==> config.mk <==
export PLATFORM = sky130hd
export DESIGN_NAME = rbs_capture
export DESIGN_NICKNAME = d
export VERILOG_FILES = /design/src/rtl/rbs_pkg.sv /design/src/rtl/rbs_extract.sv /design/src/rtl/rbs_commit.sv /design/src/rtl/rbs_readmux.sv /design/src/rtl/rbs_capture.sv
export SDC_FILE = /design/constraint.sdc
export NUM_CORES = 1
export LEC_CHECK = 0
export CORE_ASPECT_RATIO = 1.2
export CORE_MARGIN = 1.5
export CORE_UTILIZATION = 25
export DETAILED_ROUTE_END_ITERATION = 8
export PLACE_DENSITY = 0.49
export SETUP_SLACK_MARGIN = 0.4
export SLEW_MARGIN = 40
export SYNTH_ARGS = -nofsm -noshare
export SYNTH_HDL_FRONTEND = slang
export SYNTH_SLANG_ARGS = --single-unit
==> constraint.sdc <==
create_clock -name clk -period 3.65 [get_ports clk]
set_input_delay 0.365 -clock clk [delete_from_list [all_inputs] [get_ports clk]]
set_output_delay 0.365 -clock clk [all_outputs]
set_load 0.02 [all_outputs]
==> src/rtl/rbs_pkg.sv <==
package rbs_pkg;
    localparam int CHANNELS   = 24;
    localparam int BYTE_W     = 8;
    localparam int SLOTS      = 4;
    localparam int D4_SLOTS   = 2;
    localparam int SIG_PERIOD = 6;
    localparam int FRAME_W    = 5;
    localparam int CH_W       = $clog2(CHANNELS);
    localparam int PARTS      = CHANNELS / BYTE_W;
    localparam int REGS       = SLOTS * PARTS;
    localparam int ADDR_W     = $clog2(REGS);

    // index 0..3 = A, B, C (or folded A), D (or folded B)
    typedef logic [SLOTS-1:0][CHANNELS-1:0] sig_bank_t;

    typedef struct packed {
        logic              valid;
        logic [CH_W-1:0]   chan;
        logic [BYTE_W-1:0] data;
    } ts_beat_t;

    function automatic logic slot_hit(input logic [FRAME_W-1:0] frame,
                                      input logic esf, input int slot);
        return (frame == FRAME_W'(SIG_PERIOD * (slot + 1))) &&
               (esf || (slot < D4_SLOTS));
    endfunction
endpackage

==> src/rtl/rbs_extract.sv <==
module rbs_extract
    import rbs_pkg::*;
(
    input  logic               clk,
    input  logic               rst,
    input  ts_beat_t           beat,
    input  logic [FRAME_W-1:0] frame_num,
    input  logic               mode_esf,
    output sig_bank_t          shadow
);
    logic chan_ok;
    assign chan_ok = beat.valid && (beat.chan < CH_W'(CHANNELS));

    for (genvar s = 0; s < SLOTS; s++) begin : g_slot
        always_ff @(posedge clk) begin
            if (rst) begin
                shadow[s] <= '0;
            end else if (chan_ok && slot_hit(frame_num, mode_esf, s)) begin
                shadow[s][beat.chan] <= beat.data[0];
            end
        end
    end
endmodule

==> src/rtl/rbs_commit.sv <==
module rbs_commit
    import rbs_pkg::*;
(
    input  logic      clk,
    input  logic      rst,
    input  logic      mf_strobe,
    input  logic      mode_esf,
    input  logic      los,
    input  sig_bank_t shadow,
    output sig_bank_t visible,
    output logic      frozen,
    output logic      mf_irq
);
    logic do_commit;
    assign do_commit = mf_strobe && !los && !frozen;

    always_ff @(posedge clk) begin
        if (rst) begin
            visible <= '0;
            frozen  <= 1'b0;
            mf_irq  <= 1'b0;
        end else begin
            mf_irq <= mf_strobe;
            if (los) begin
                frozen <= 1'b1;
            end else if (mf_strobe && frozen) begin
                frozen <= 1'b0;
            end
            if (do_commit) begin
                visible[0] <= shadow[0];
                visible[1] <= shadow[1];
                visible[2] <= mode_esf ? shadow[2] : visible[0];
                visible[3] <= mode_esf ? shadow[3] : visible[1];
            end
        end
    end
endmodule

==> src/rtl/rbs_readmux.sv <==
module rbs_readmux
    import rbs_pkg::*;
(
    input  sig_bank_t         bank,
    input  logic [ADDR_W-1:0] addr,
    output logic [BYTE_W-1:0] data
);
    logic [BYTE_W-1:0] regs [REGS];

    for (genvar r = 0; r < REGS; r++) begin : g_reg
        assign regs[r] = bank[r / PARTS][(r % PARTS) * BYTE_W +: BYTE_W];
    end

    always_comb begin
        data = '0;
        if (addr < ADDR_W'(REGS)) data = regs[addr];
    end
endmodule

==> src/rtl/rbs_capture.sv <==
module rbs_capture
    import rbs_pkg::*;
(
    input  logic               clk,
    input  logic               rst,
    input  logic               ts_valid,
    input  logic [CH_W-1:0]    ts_chan,
    input  logic [BYTE_W-1:0]  ts_byte,
    input  logic [FRAME_W-1:0] frame_num,
    input  logic               mode_esf,
    input  logic               mf_strobe,
    input  logic               los,
    input  logic [ADDR_W-1:0]  rd_addr,
    output logic [BYTE_W-1:0]  rd_data,
    output logic               mf_irq
);
    ts_beat_t  beat;
    sig_bank_t shadow_bank;
    sig_bank_t vis_bank;
    logic      frozen;

    assign beat = '{valid: ts_valid, chan: ts_chan, data: ts_byte};

    rbs_extract u_extract (
        .clk(clk), .rst(rst), .beat(beat), .frame_num(frame_num),
        .mode_esf(mode_esf), .shadow(shadow_bank)
    );

    rbs_commit u_commit (
        .clk(clk), .rst(rst), .mf_strobe(mf_strobe), .mode_esf(mode_esf),
        .los(los), .shadow(shadow_bank), .visible(vis_bank),
        .frozen(frozen), .mf_irq(mf_irq)
    );

    rbs_readmux u_readmux (
        .bank(vis_bank), .addr(rd_addr), .data(rd_data)
    );
endmodule

* Word level (Yosys, flattened, before mapping) *
Cells that the tools add are included.

storage, ports and cells
  output and inout bits = 9
  register bits = 194
  input bits = 28
  word-level logic and storage cells = 48

cells by class
  bitwise logic cells = 1
  multiplexer cells = 14
  equal/unequal tests = 4
  reductions and logical operators = 14
  magnitude comparators = 5

operators with widths
  kind                                                                                  number
  24-bit bitwise mux                                                                    4
  24-bit two-way mux                                                                    2
  8-bit binary-select mux with 4-bit select                                             1
  8-bit two-way mux                                                                     3
  1-bit logical AND                                                                     11
  5-bit equality test (second input constant)                                           2
  5-bit by 6-bit < comparator with 1-bit output (second input constant)                 1
  1-bit demux with 5-bit select                                                         1
  5-bit by 3-bit equality test with 1-bit output (second input constant)                1
  5-bit by 4-bit equality test with 1-bit output (second input constant)                1
  5-bit by 1-bit greater-or-equal comparator with 1-bit output (second input constant)  1
  5-bit greater-or-equal comparator (second input constant)                             1
  5-bit < comparator (second input constant)                                            1
  4-bit NOT with 5-bit output                                                           1
  4-bit < comparator (second input constant)                                            1
  1-bit two-way mux                                                                     3
  1-bit zero test                                                                       2
  2-bit nonzero test                                                                    1

* Logic depth before layout (Yosys ltp) *
  depth after elaboration = 5
  mapped depth = 6
  depth with buffers taken out = 4

* Cells and area by module *
Synthesis repeated with hierarchy kept, for this count alone.

unflattened totals
  cell total of the unflattened synthesis = 898
  area total of the unflattened synthesis = 9,063.7 um2

modules (own cells, without submodules)
  module       cells an instance  times used  area each (um2)  seq. area each (um2)
  rbs_extract  462                1           4,639.4          1,921.8
  rbs_commit   378                1           3,659.8          1,961.9
  rbs_readmux  58                 1           764.5            0.0

* Least setup slack after synthesis *
No wires, ideal clock.

  path type = input to output
  from = in rd_addr[3]
  to = out rd_data[3]
  path slack = 1.531 ns
  cell stages on the path = 5
  arrival = 1.754 ns
  buffers on the path = 2
  path through = buf_2 buf_2 mux4_2 a22oi_1 o21ai_0

between the ends
  cells in the longest elaborated chain, start to end = 5
  elaborated cells between the ends (all ways) = 6
  classes of those cells = order compare: 1; mux: 4; bitwise: 1

ends and longest elaborated chain
  element                                               line               source
  start, declared                                       rbs_capture.sv:13  input logic [ADDR_W-1:0] rd_addr,
  4-bit NOT with 5-bit output (not written as such)     rbs_readmux.sv:16  if (addr < ADDR_W'(REGS)) data = regs[addr];
  8-bit binary-select mux with 4-bit select             rbs_readmux.sv:16
  8-bit two-way mux (not written as such) (2 in a row)  rbs_readmux.sv:16
  8-bit two-way mux (*)                                 rbs_readmux.sv:16
  end, declared                                         rbs_capture.sv:14  output logic [BYTE_W-1:0] rd_data,

Every way passes the cells marked *; elsewhere a longest branch is shown, timed or not. The select of a mux whose other input is x is not followed.

* Final worst setup path *
  from = in rd_addr[3]
  to = out rd_data[7]

The elaborated chain is that of the path after synthesis.

==> out/results.tsv <==
stage	metric	value	unit
finish	fin_nets	938	
power	seq_power_share	47.4	%
power	swShare	24.3	%
synthesis	synth_top_family_by_area	compound AO/OA/AOI/OAI gates	
drt	drt-met1-wl	11500	um
critical_path	cp_top_family	buffers and inverters	
floorplan	die_x	174	um
drt	wl_met3	812	um
power	ir_drop	0.000324	V
synthesis	syn-num-nets	957	
critical_path	critPathMaxStageDelay	730	ps
finish	area_growth	16.0	%
critical_path	path_class	input port to output port	
drt	drc	0	
finish	antenna_cells	0	
synthesis	synth-compound-area-share	18.3	%
drt	detail_route.vias_per_cell	5.08	
synthesis	synth_area_per_cell	9.39	um2
drt	drt_iter0_markers	499	
floorplan	design.core.area	0.0343	mm2
synthesis	synth_top_cell_by_area	dfxtp_1	
finish	layout_common_cells	dfxtp_1, nand2_1, mux2i_1, nor2_1, a21oi_1	
power	p_leak	3.21	nW
sta	fin_crit_sh	86.3	%
global_routing	grt_pass1_vias	6710	
global_routing	grt.overflow.total	0	
placement	placed_cells	1347	
synthesis	synth.area.top_cells	dfxtp_1, mux2i_1, mux4_2, nand2_1, a211oi_1	
sta	whs	352	ps
finish	utilization	29.5	%
floorplan	core.rowCount	74	
synthesis	synth_top_area_share	44.5	%
placement	place_congestion	0.747	
synthesis	synth_ff_type	dfxtp_1	
finish	instances_no_fill	1377	
drt	avgRoutedWirePerCell	18.7	um
synthesis	yosysSeqAreaShare	44.5	%
clock_tree	cts.sinks	194	
clock_tree	clk_pin_slew	70	ps
finish	n_fill_cell	3630	
sta	slew_headroom	45.1	%
sta	fin_setup_tns	0	ps
placement	hpwl	15800	um
critical_path	start_kind	input port	
run	drv_cap	0	
finish	final_area	0.0101	mm2
placement	dp_slack	467	ps
clock_tree	htree_levels	4	
placement	io_buffers	29	
power	fin_total_pwr	4.56	mW
sta	clock_skew	7.27	ps
clock_tree	ctsLongestPathBuffers	2	
synthesis	yosys_warnings	0	
drt	wirelength	25700	um
finish	final_common_cell	dfxtp_1	
floorplan	die_y	208	um
sta	max_slew.worst_pin.slew	820	ps
sta	setup_violations	0	
finish	drive_gt1_share	12.7	%
clock_tree	post_cts_buffers	0	
power	p_per_area	451	mW/mm2
synthesis	synthAdderAreaFrac	0	%
drt	dr.pass1.iters	5	
floorplan	start_util	25.5	%
drt	wl_met2	13000	um
drt	top_layer	met4	
synthesis	synthSimpleGateAreaFrac	17.7	%
clock_tree	post_cts_resize_count	0	
power	pwr-share-comb	8.4	%
synthesis	synth_xor_xnor_area_share	0	%
global_routing	grt_max_degree	96	
critical_path	path_cells	clkdlybuf4s50_1 -> buf_12 -> nand2b_1 -> o21ai_0 -> clkdlybuf4s50_1	
sta	setup_ws	501	ps
finish	register_area	0.00388	mm2
global_routing	grt_first_pass_wirelength	40500	um
sta	maxSlewViolCount	0	
critical_path	slowest_stage	clkdlybuf4s50_1	
power	p_int	3.46	mW
floorplan	pin_count	37	
clock_tree	cts_buffers	17	
placement	placed_area	0.00949	mm2
synthesis	synth_edf_count	0	
synthesis	muxShareOfSynthArea	14.3	%
critical_path	crit_buf_inv	3	
hold_path	hold_path.class	input port to register	
global_routing	grt.total_usage	14.5	%
synthesis	synth_cell_types	41	
critical_path	path_common_cell	clkdlybuf4s50_1	
clock_tree	hold_buffers	0	
sta	rsz0062_at_grt	no	
floorplan	die_area	0.0360	mm2
synthesis	synthArstFlopShare	0	%
global_routing	antenna_found_initial	0	
critical_path	required	3280	ps
critical_path	crit_arrival	2780	ps
finish	multi_input_area	0.00442	mm2
sta	finalHoldViolCount	0	
outcome	outcome	finished, final reports clean	
power	p_clk_share	44.2	%
synthesis	netlist_instances	929	
critical_path	crit_fanout	17	
clock_tree	clk_latency	430	ps
power	p_sw	1.11	mW
sta	fmax	318	MHz
clock_tree	root_buffer	clkbuf_16	
clock_tree	cts_tree	built	
drt	routed-via-count	6993	
drt	ant_nets	0	
sta	final.min_clock_period	3150	ps
synthesis	synth_seq_cells	194	
synthesis	synth_area	0.00873	mm2
critical_path	end_kind	output port	
==> worst register-to-register path, stage by stage (launching register included) <==
cell      delay, ps
dfxtp_1         340
nor3_4          280
buf_12          360
nor2_1          180
a211oi_1        220
==> Yosys cell counts (21+ instances only) <==
master      n
nand3_1    21
nand2_1   115
nor2_1     68
clkbuf_1   68
o21ai_0    36
nand4_1    29
mux2i_1    71
o311ai_0   27
buf_2      23
a21oi_1    50
o41ai_1    29
dfxtp_1   194
mux4_2     24
a211oi_1   48
==> layout make-up <==
cell class | count | area share, %
Multi-Input combinational cell | 625 | 43.7
Clock inverter | 11 | 1.76
Clock buffer | 19 | 4.47
Tap cell | 456 | 5.64
Inverter | 10 | 0.371
Timing Repair Buffer | 62 | 5.69
Sequential cell | 194 | 38.4
==> worst paths after layout <==
check                                            end  depth (start not counted)  slack (ps)                 start
worst min-delay path            u_extract.shadow[82]                          2         350                   rst
worst max-delay path                      rd_data[7]                          5         500            rd_addr[3]
worst min register to register  u_commit.visible[45]                          2         450  u_extract.shadow[45]
worst max register to register  u_commit.visible[71]                          4        2180       u_commit.frozen
==> flip-flops by register name (all words and copies together), names as in the netlist <==
register,flops
u_commit.visible,96
u_extract.shadow,96
u_commit.frozen,1
u_commit.mf_irq,1
==> logic make-up (layout without fill, tap and decap cells) <==
kind of cell | Yosys count | in the layout
simple gates | 298 | 298
compound gates | 232 | 232
flops | 194 | 194
buf+inv | 110 | 102
mux | 95 | 95
==> metal layers <==
metal | up-vias | track usage [%]
met5 | - | 0
met4 | 0 | 4.20
met3 | 22 | 2.22
met2 | 118 | 25.6
met1 | 3416 | 18.2
li1 | 3437 | -
==> power groups by stage <==
stage	clock [mW]	sequential, mW	combinational [mW]
after CTS	2.07	2.16	0.389
after detailed placement	0	2.21	0.389
after global placement	0	2.21	0.385
after floorplan	0	2.21	0.237
final	2.02	2.16	0.383
after global routing	2.14	2.17	0.414
Power figures use the tool's default switching activity.
